**src/rtl/ijc_pkg.sv**
```systemverilog
package ijc_pkg;

  typedef enum logic [1:0] {
    SEQ_IDLE  = 2'd0,
    SEQ_ASK   = 2'd1,
    SEQ_ARMED = 2'd2,
    SEQ_JAM   = 2'd3
  } seq_t;

  localparam logic [1:0] RST_HEAD = 2'b00;
  localparam logic [2:0] RST_TAIL = 3'b101;

endpackage

```
**src/rtl/ijc_req_sync.sv**
```systemverilog
module ijc_req_sync #(
  parameter int STAGES = 2
) (
  input  logic clk,
  input  logic rst_n,
  input  logic req_async,
  output logic req_rise
);
  logic [STAGES-1:0] sh_q;
  logic [STAGES-1:0] sh_d;
  logic              last_q;

  generate
    if (STAGES == 1) begin : g_one
      always_comb sh_d = req_async;
    end else begin : g_many
      always_comb sh_d = {sh_q[STAGES-2:0], req_async};
    end
  endgenerate

  always_ff @(posedge clk or negedge rst_n) begin
    if (!rst_n) begin
      sh_q   <= '0;
      last_q <= 1'b0;
    end else begin
      sh_q   <= sh_d;
      last_q <= sh_q[STAGES-1];
    end
  end

  assign req_rise = sh_q[STAGES-1] & ~last_q;
endmodule

```
**src/rtl/ijc_pending.sv**
```systemverilog
module ijc_pending (
  input  logic clk,
  input  logic rst_n,
  input  logic set_i,
  input  logic take_i,
  output logic pend_o
);
  logic pend_q;
  logic pend_d;

  always_comb begin
    pend_d = pend_q;
    if (take_i) pend_d = 1'b0;
    if (set_i)  pend_d = 1'b1;
  end

  always_ff @(posedge clk or negedge rst_n) begin
    if (!rst_n) pend_q <= 1'b0;
    else        pend_q <= pend_d;
  end

  assign pend_o = pend_q;
endmodule

```
**src/rtl/ijc_seq.sv**
```systemverilog
module ijc_seq
  import ijc_pkg::*;
#(
  parameter int VEC_W = 3
) (
  input  logic             clk,
  input  logic             rst_n,
  input  logic             pend_i,
  input  logic             ack_seen_i,
  input  logic             fetch_data_i,
  input  logic [VEC_W-1:0] vec_i,
  output logic             take_o,
  output logic             ask_o,
  output logic             drive_o,
  output logic [VEC_W-1:0] vec_o
);
  seq_t             st_q, st_d;
  logic [VEC_W-1:0] vec_q, vec_d;
  logic             vec_en;

  assign take_o = (st_q == SEQ_ASK) && ack_seen_i;
  assign vec_en = take_o;

  always_comb begin
    st_d = st_q;
    unique case (st_q)
      SEQ_IDLE:  if (pend_i) st_d = SEQ_ASK;
      SEQ_ASK:   if (ack_seen_i) st_d = SEQ_ARMED;
      SEQ_ARMED: if (fetch_data_i) st_d = SEQ_JAM;
      SEQ_JAM:   if (!fetch_data_i) st_d = pend_i ? SEQ_ASK : SEQ_IDLE;
      default:   st_d = SEQ_IDLE;
    endcase
  end

  always_comb begin
    vec_d = vec_q;
    if (vec_en) vec_d = vec_i;
  end

  always_ff @(posedge clk or negedge rst_n) begin
    if (!rst_n) begin
      st_q  <= SEQ_IDLE;
      vec_q <= '0;
    end else begin
      st_q  <= st_d;
      vec_q <= vec_d;
    end
  end

  assign ask_o   = (st_q == SEQ_ASK);
  assign drive_o = ((st_q == SEQ_ARMED) || (st_q == SEQ_JAM)) && fetch_data_i;
  assign vec_o   = vec_q;
endmodule

```
**src/rtl/ijc_jam_out.sv**
```systemverilog
module ijc_jam_out
  import ijc_pkg::*;
#(
  parameter int VEC_W = 3
) (
  input  logic             drive_i,
  input  logic [VEC_W-1:0] vec_i,
  input  logic             rd_req_i,
  output logic [VEC_W+4:0] byte_o,
  output logic             rd_en_o
);
  always_comb begin
    byte_o = '0;
    if (drive_i) byte_o = {RST_HEAD, vec_i, RST_TAIL};
  end

  assign rd_en_o = rd_req_i & ~drive_i;
endmodule

```
**src/rtl/intr_jam_ctrl.sv**
```systemverilog
module intr_jam_ctrl #(
  parameter int             SYNC_STAGES = 2,
  parameter int             VEC_W       = 3,
  parameter int             CODE_W      = 3,
  parameter logic [CODE_W-1:0] ACK_CODE  = 3'b011,
  parameter logic [CODE_W-1:0] DATA_CODE = 3'b100
) (
  input  logic              clk,
  input  logic              rst_n,
  input  logic              irq_req_i,
  input  logic [VEC_W-1:0]  vec_i,
  input  logic [CODE_W-1:0] cpu_state_i,
  input  logic              fetch_cycle_i,
  input  logic              mem_rd_req_i,
  output logic              irq_o,
  output logic              bus_drive_o,
  output logic [VEC_W+4:0]  jam_byte_o,
  output logic              mem_rd_en_o
);
  logic             rise;
  logic             pend;
  logic             take;
  logic             ack_seen;
  logic             fetch_data;
  logic [VEC_W-1:0] vec_held;

  assign ack_seen   = (cpu_state_i == ACK_CODE);
  assign fetch_data = (cpu_state_i == DATA_CODE) && fetch_cycle_i;

  ijc_req_sync #(.STAGES(SYNC_STAGES)) u_sync (
    .clk       (clk),
    .rst_n     (rst_n),
    .req_async (irq_req_i),
    .req_rise  (rise)
  );

  ijc_pending u_pend (
    .clk    (clk),
    .rst_n  (rst_n),
    .set_i  (rise),
    .take_i (take),
    .pend_o (pend)
  );

  ijc_seq #(.VEC_W(VEC_W)) u_seq (
    .clk          (clk),
    .rst_n        (rst_n),
    .pend_i       (pend),
    .ack_seen_i   (ack_seen),
    .fetch_data_i (fetch_data),
    .vec_i        (vec_i),
    .take_o       (take),
    .ask_o        (irq_o),
    .drive_o      (bus_drive_o),
    .vec_o        (vec_held)
  );

  ijc_jam_out #(.VEC_W(VEC_W)) u_out (
    .drive_i  (bus_drive_o),
    .vec_i    (vec_held),
    .rd_req_i (mem_rd_req_i),
    .byte_o   (jam_byte_o),
    .rd_en_o  (mem_rd_en_o)
  );
endmodule

```
**config.mk**
```make
export PLATFORM = sky130hd
export DESIGN_NAME = intr_jam_ctrl
export DESIGN_NICKNAME = d
export VERILOG_FILES = /design/src/rtl/ijc_pkg.sv /design/src/rtl/ijc_req_sync.sv /design/src/rtl/ijc_pending.sv /design/src/rtl/ijc_seq.sv /design/src/rtl/ijc_jam_out.sv /design/src/rtl/intr_jam_ctrl.sv
export SDC_FILE = /design/constraint.sdc
export NUM_CORES = 1
export LEC_CHECK = 0
export BUFFER_PORTS_ARGS = -buffer_cell sky130_fd_sc_hd__buf_2
export CAP_MARGIN = 10
export CELL_PAD_IN_SITES_DETAIL_PLACEMENT = 1
export CELL_PAD_IN_SITES_GLOBAL_PLACEMENT = 1
export CORE_MARGIN = 5
export CORE_UTILIZATION = 30
export DETAILED_ROUTE_END_ITERATION = 8
export PLACE_DENSITY = 0.81
export SYNTH_ARGS = -nofsm -noshare
export SYNTH_HDL_FRONTEND = slang
export SYNTH_SLANG_ARGS = --single-unit
```
**constraint.sdc**
```tcl
create_clock -name clk -period 1.3 [get_ports clk]
set_input_delay 0.26 -clock clk [delete_from_list [all_inputs] [get_ports clk]]
set_output_delay 0.26 -clock clk [all_outputs]
set_load 0.03 [all_outputs]
```
* Word-level counts from Yosys, hierarchy flattened
Cells that the tools add are included.
** Storage, ports and cells
- Output and inout bits :: 11
- Memory bits (read-only) :: 0
- Flip-flop bits (word level) :: 9
- Bits of input ports :: 11
- Memories kept :: 0
- Word-level logic and storage cells :: 34
- Memory bits (writable) :: 0
- Bits in latches :: 0
** Operators by class
- Bitwise gates (word level) :: 4
- Divide/modulo/power cells :: 0
- $add $sub $neg :: 0
- Reductions and logical operators :: 7
- $mul :: 0
- Muxes and demuxes :: 9
- Equality and inequality tests :: 9
- $lt $le $gt $ge :: 0
- Shift operators :: 0
** Operator list (count)
- two-way mux 2 bit :: 4
- one-hot mux 2 bit (4 select lines) :: 1
- two-way mux 6 bit :: 1
- equality test 2 bit, second input constant :: 2
- inequality test 2 x 1 -> 1 bit, second input constant :: 2
- inequality test 2 bit, second input constant :: 2
- AND reduction 4 bit :: 1
- equality test 3 x 2 -> 1 bit, second input constant :: 1
- equality test 3 bit, second input constant :: 1
- logical AND 1 bit :: 3
- two-way mux 1 bit :: 3
- bitwise AND 1 bit :: 2
- equality test 2 x 1 -> 1 bit, second input constant :: 1
- logical NOT 2 bit :: 1
- NOT 1 bit :: 2
- nonzero test 2 bit :: 1
- logical OR 1 bit :: 1

* Depth between registers and ports, before layout
- Depth after elaboration :: 5
- Gate-level depth with buffers :: 5
- Mapped depth without buffers :: 5

* Hierarchy
A second synthesis with hierarchy kept.
** Second synthesis, totals
- Cells, all modules :: 45
- Area, all modules :: 523.0 µm²
** Modules (own cells, without submodules)
- ijc_seq :: seq. area each 125.1 µm², cells each 26, area an instance 309.0 µm², times used 1
- ijc_req_sync :: seq. area each 75.1 µm², cells each 4, area an instance 88.8 µm², times used 1
- ijc_jam_out :: seq. area each 0.0 µm², cells each 10, area an instance 66.3 µm², times used 1
- ijc_pending :: seq. area each 25.0 µm², cells each 3, area an instance 36.3 µm², times used 1
- intr_jam_ctrl :: seq. area each 0.0 µm², cells each 2, area an instance 22.5 µm², times used 1

* Worst setup path before layout
No wires, ideal clock.
- Path kind :: reg-to-output
- Start :: register u_seq.st_q[0]
- End :: output mem_rd_en_o
- Slack :: -0.425 ns
- Path buffers :: 0
- Data arrival time :: 1.465 ns
- Cell stages (with the launch flop) :: 5
- Data required time :: 1.040 ns
- Cell sequence :: dfrtp_1 > inv_1 > ha_1 > o21a_1 > nor2b_1
** Between the ends
- Word-level cells in the longest chain between the ends :: 5
- Elaborated cells on any way between the ends :: 6
** RTL lines
- from (decl) :: RTL line ijc_seq.sv:17 : seq_t st_q, st_d;
- from (signal assigned) :: RTL line ijc_seq.sv:45 : st_q <= st_d;
- equality test 2 bit :: RTL line ijc_seq.sv:51 : assign drive_o = ((st_q == SEQ_ARMED) || (st_q == SEQ_JAM)) && fetch_data_i;
- logical OR 1 bit (*) :: RTL line ijc_seq.sv:51
- logical AND 1 bit (*) :: RTL line ijc_seq.sv:51
- net bus_drive_o :: RTL line intr_jam_ctrl.sv:16 : output logic bus_drive_o,
- NOT 1 bit (*) :: RTL line ijc_jam_out.sv:17 : assign rd_en_o = rd_req_i & ~drive_i;
- bitwise AND 1 bit (*) :: RTL line ijc_jam_out.sv:17
- to (decl) :: RTL line intr_jam_ctrl.sv:18 : output logic mem_rd_en_o
Mark *: on every way through the listed nets, which the timed path passes. The rest lies on a longest branch.

* Worst setup path after layout
- Start :: register u_seq.st_q[1]
- End :: output jam_byte_o[5]
** Between the ends
- Word-level cells in the longest chain between the ends :: 4
- Elaborated cells on any way between the ends :: 5
** RTL lines
- equality test 2 bit :: RTL line ijc_seq.sv:51
- logical OR 1 bit (*) :: RTL line ijc_seq.sv:51
- logical AND 1 bit (*) :: RTL line ijc_seq.sv:51
- two-way mux 6 bit (*) :: RTL line ijc_jam_out.sv:14 : if (drive_i) byte_o = {RST_HEAD, vec_i, RST_TAIL};
- to (decl) :: RTL line intr_jam_ctrl.sv:17 : output logic [VEC_W+4:0] jam_byte_o,
Every way passes the cells marked *; elsewhere a longest branch is shown, timed or not.

==> flow_results.org <==
** Timing
- Unrepaired setup endpoints after global routing :: yes
- Counting I/O delays and the setup requirement, the final critical path takes approximately 1700 ps.
- Crit share post-route :: 130%
- On the final layout, the worst clock skew is about 5.3 ps.
- The final-report max-slew violation count is 0.
- Highest achievable clock rate :: between 500 and 600 MHz
- Hold WS :: around 100 ps
- Setup ws final :: -388 ps
- The number of failing hold endpoints at the final stage is 0.
- Final setup violation count :: 14

** Synthesis
- Ranked by instance count, the synthesized netlist is headed by sky130_fd_sc_hd__dfrtp_1, sky130_fd_sc_hd__buf_4, sky130_fd_sc_hd__ha_1.
- The netlist uses 21 different library cells.
- Post-synthesis sequential area ratio :: between 40% and 50%
- Summing every instance area after synthesis gives between 500 and 600 sq um.
- For this run, the number of Yosys warnings is 0.
- Mean area per synthesized cell :: approximately 12 sq um
- Yosys mapped a number of flops with a built-in enable equal to 0.
- Proportion of synthesized flip-flops having asynchronous set or reset :: 100%
- The biggest area contributor in the post-synthesis netlist is sky130_fd_sc_hd__dfrtp_1.
- In this run the biggest area consumer among cell types represents about 43% of the synthesized area.
- Most used flip-flop cell after synthesis :: sky130_fd_sc_hd__dfrtp_1
- Counting every instance in the synthesized netlist gives between 40 and 50.
- Most area-consuming cells after synthesis :: sky130_fd_sc_hd__dfrtp_1, sky130_fd_sc_hd__ha_1, sky130_fd_sc_hd__buf_4, sky130_fd_sc_hd__mux2_2, sky130_fd_sc_hd__nor4bb_4
- Most repeated cell in the gate-level netlist after synthesis :: sky130_fd_sc_hd__dfrtp_1
- #FFs+latches synth :: 9

** Finish
- Ant diodes :: 0
- Number of nets in the final layout :: 93
- Excluding fillers, the count of instances in the completed layout stands at 93.
- Fillers :: about 190
- In the final layout, the share of cells above drive strength 1 is a little over two thirds.
- Layout area overhead :: 62.4%
- Final Instance Area :: ~850 sq um

** Pwr
- Relative contribution of combinational cells to total power :: around 60%
- Share of power burned in registers :: about 28%
- Sw frac :: roughly 38%
- Int Power :: ~1000 uW
- Pwr/cell area :: ~2000 nW/um^2
- Net Sw Power :: between 600 and 700 uW
- For this design the static power due to leakage is approximately 0.00043 uW.
- VDD sags by at most 700 uV.
- The clock network burns approximately an eighth of the power.

** Clocking
- Counting every sink on the clock net gives 9.
- CTS built an H-tree with a depth of 1.
- Insertion delay of the later-clocked pin in the worst-skew pair :: between 200 and 300 ps
- Clock-pin slew was measured on the worst setup and hold paths at 70 ps.
- Buffers from clock root to sink, at most :: 2
- Root buf cell :: sky130_fd_sc_hd__clkbuf_4
- TritonCTS created 3 clock buffers.
- TritonCTS built the clock tree.

** GRT
- Number of antenna violations at the first check in global routing :: 0
- Pin count of the biggest net entering global routing :: 10
- The first global-routing pass estimated between 2000 and 2500 um of wire.
- Congestion Overflow GR :: 0
- Number of global-route vias before repair :: 463
- Global routing consumed, over all layers together, between 10% and 20% of the routing resources.

** Placed design
- OpenSTA, run right after detailed placement, puts the worst setup slack at -276 ps.
- Routability congestion estimate :: about 0.8
- Total placed cells including tap cells :: 82
- Once placement finished, the instance area stood at around 700 sq um.
- Post-detailed-placement half-perimeter wirelength :: about 990 um
- Port-buffer cells :: 18

** Hold path
- Classification of the worst-slack hold path :: primary input to flop

** Worst setup path
- Crit. End Element :: output pin
- STA puts the critical path data arrival time at about 1400 ps.
- Of all nets on the critical path, the largest fanout is 7.
- Startpoint Class :: flop
- Data on the critical path is required at its endpoint by about 1000 ps.
- Setup CP Type :: flop to output pin

** Die
- For this design the top-level I/O count stands at 22.
- Measured along the x axis, the die boundary spans 51.9 um.
- Die footprint :: 2690 sq um
- Placement Rows :: 15
- Once the floorplan was initialized, standard cells occupied between 30% and 40% of the core.
- The floorplan step defined a core boundary enclosing around 1700 sq um.
- Vertical die dimension :: around 52 um

** Flow run
- Number of max-cap violations :: 0

** Routing
- Summing over every cut layer, the via total after detailed routing is 441.
- First-pass DRT Iterations :: 3
- Total Wirelength :: between 1000 and 1500 um
- DRC :: 0
- In the routed layout, each cell is associated on average with a via count of approximately 4.7.
- After detailed routing, the average wire length per cell comes to approximately 14 um.
- The first routing iteration left 4 violations.
- The count of nets left with antenna violations once routing finished came out at 0.

** Status
- Outcome :: finished, violations left
- The final reports fail on setup timing.
[what timing repair did]
action	CTS	global route
endpoints found under the hold margin	9	0
hold buffers	1	0
setup buffers	6	1
setup endpoints to repair	13	14
gates resized for setup	17	1
pin swaps	5	1
gates cloned	0	0
[registers in the layout, indices dropped and copies added, names as in the netlist]
| register | count |
|---|---|
| u_sync.last_q | 1 |
| u_seq.st_q | 2 |
| u_pend.pend_o | 1 |
| u_seq.vec_o | 3 |
| u_sync.sh_q | 2 |
[worst max-delay path, cell delays in order, from the launching register on]
cell and delay [ps]:
sky130_fd_sc_hd__dfrtp_2 470, sky130_fd_sc_hd__ha_4 190, sky130_fd_sc_hd__o21a_4 240, sky130_fd_sc_hd__and2_4 140, sky130_fd_sc_hd__buf_6 130
[cell families (layout without fill, tap and decap cells)]
group                      after synthesis  in the layout  share of synthesized area, %
muxes                                    5              5                          11.2
and+or+nand+nor                         10             10                          15.7
buffers and inverters                    8             38                          9.29
adders and majority gates                5              5                          11.9
other                                    1              3                         0.714
DFF                                      9              9                          42.9
AOI/OAI and AO/OA                        6              6                          8.33
[power by group through the flow]
| stage | Combinational, uW | Sequential, uW | Clock [uW] |
|---|---|---|---|
| finish | 983 | 477 | 217 |
| CTS | 921 | 474 | 224 |
| floorplan | 511 | 451 | 0 |
| global placement | 663 | 461 | 0 |
| detailed placement | 690 | 469 | 0 |
| global route | 1080 | 493 | 238 |
[cell usage in the layout (no fill, tap or decap), drive strengths merged]
cell and instances:
a211o 1, a2bb2oi 1, and2 3, buf 30, clkbuf 3, clkinv 1, conb 3, dfrtp 9
dlygate4sd3 1, ha 5, inv 3, mux2 4, mux2i 1, nand2 2, nand2b 1, nand3 1
nand4b 1, nor2b 1, nor4bb 1, o2111ai 1, o21a 1, o21ai 2
[routing by layer]
layer / global-route usage, % / part of all wire (%) / vias to the layer above
met4: 2.62 / 1.3 / 0
met1: 11.9 / 39 / 214
met2: 20.5 / 53 / 19
met5: 0 / 0 / -
li1: - / - / 206
met3: 5.16 / 6.5 / 2
[worst paths after layout]
path / depth (start not counted) / startpoint / endpoint / slack (ps)
max: 4 / u_seq.st_q[1] / jam_byte_o[5] / -390
min: 1 / irq_req_i / u_sync.sh_q[0] / 100
max reg2reg: 5 / u_seq.st_q[1] / u_seq.vec_o[1] / -260
min reg2reg: 0 / u_sync.sh_q[0] / u_sync.sh_q[1] / 360
max in group asynchronous: 2 / rst_n / u_seq.st_q[1] / 720
min in group asynchronous: 2 / rst_n / u_seq.st_q[0] / 370
[layout make-up]
class,count,area [sq um],area share (%)
repair buffers,31,225,26.4
flip-flops and latches,9,226,26.5
multi-input cells,29,339,39.7
clock inverters,1,5.00,0.587
inverters,3,13.8,1.61
well taps,17,21.3,2.49
clock buffers,3,22.5,2.64
[metrics by stage]
stage          util [%]  TNS, ps  power (uW)
5_1_grt            50.5    -4710        1810
3_3_place_gp       41.5    -1630        1120
3_5_place_dp       41.5    -1930        1160
4_1_cts            49.6    -3900        1620
2_1_floorplan         -     -473         962
6_report           50.5    -3910        1680
No activity file was read; power rests on OpenSTA's default activity.
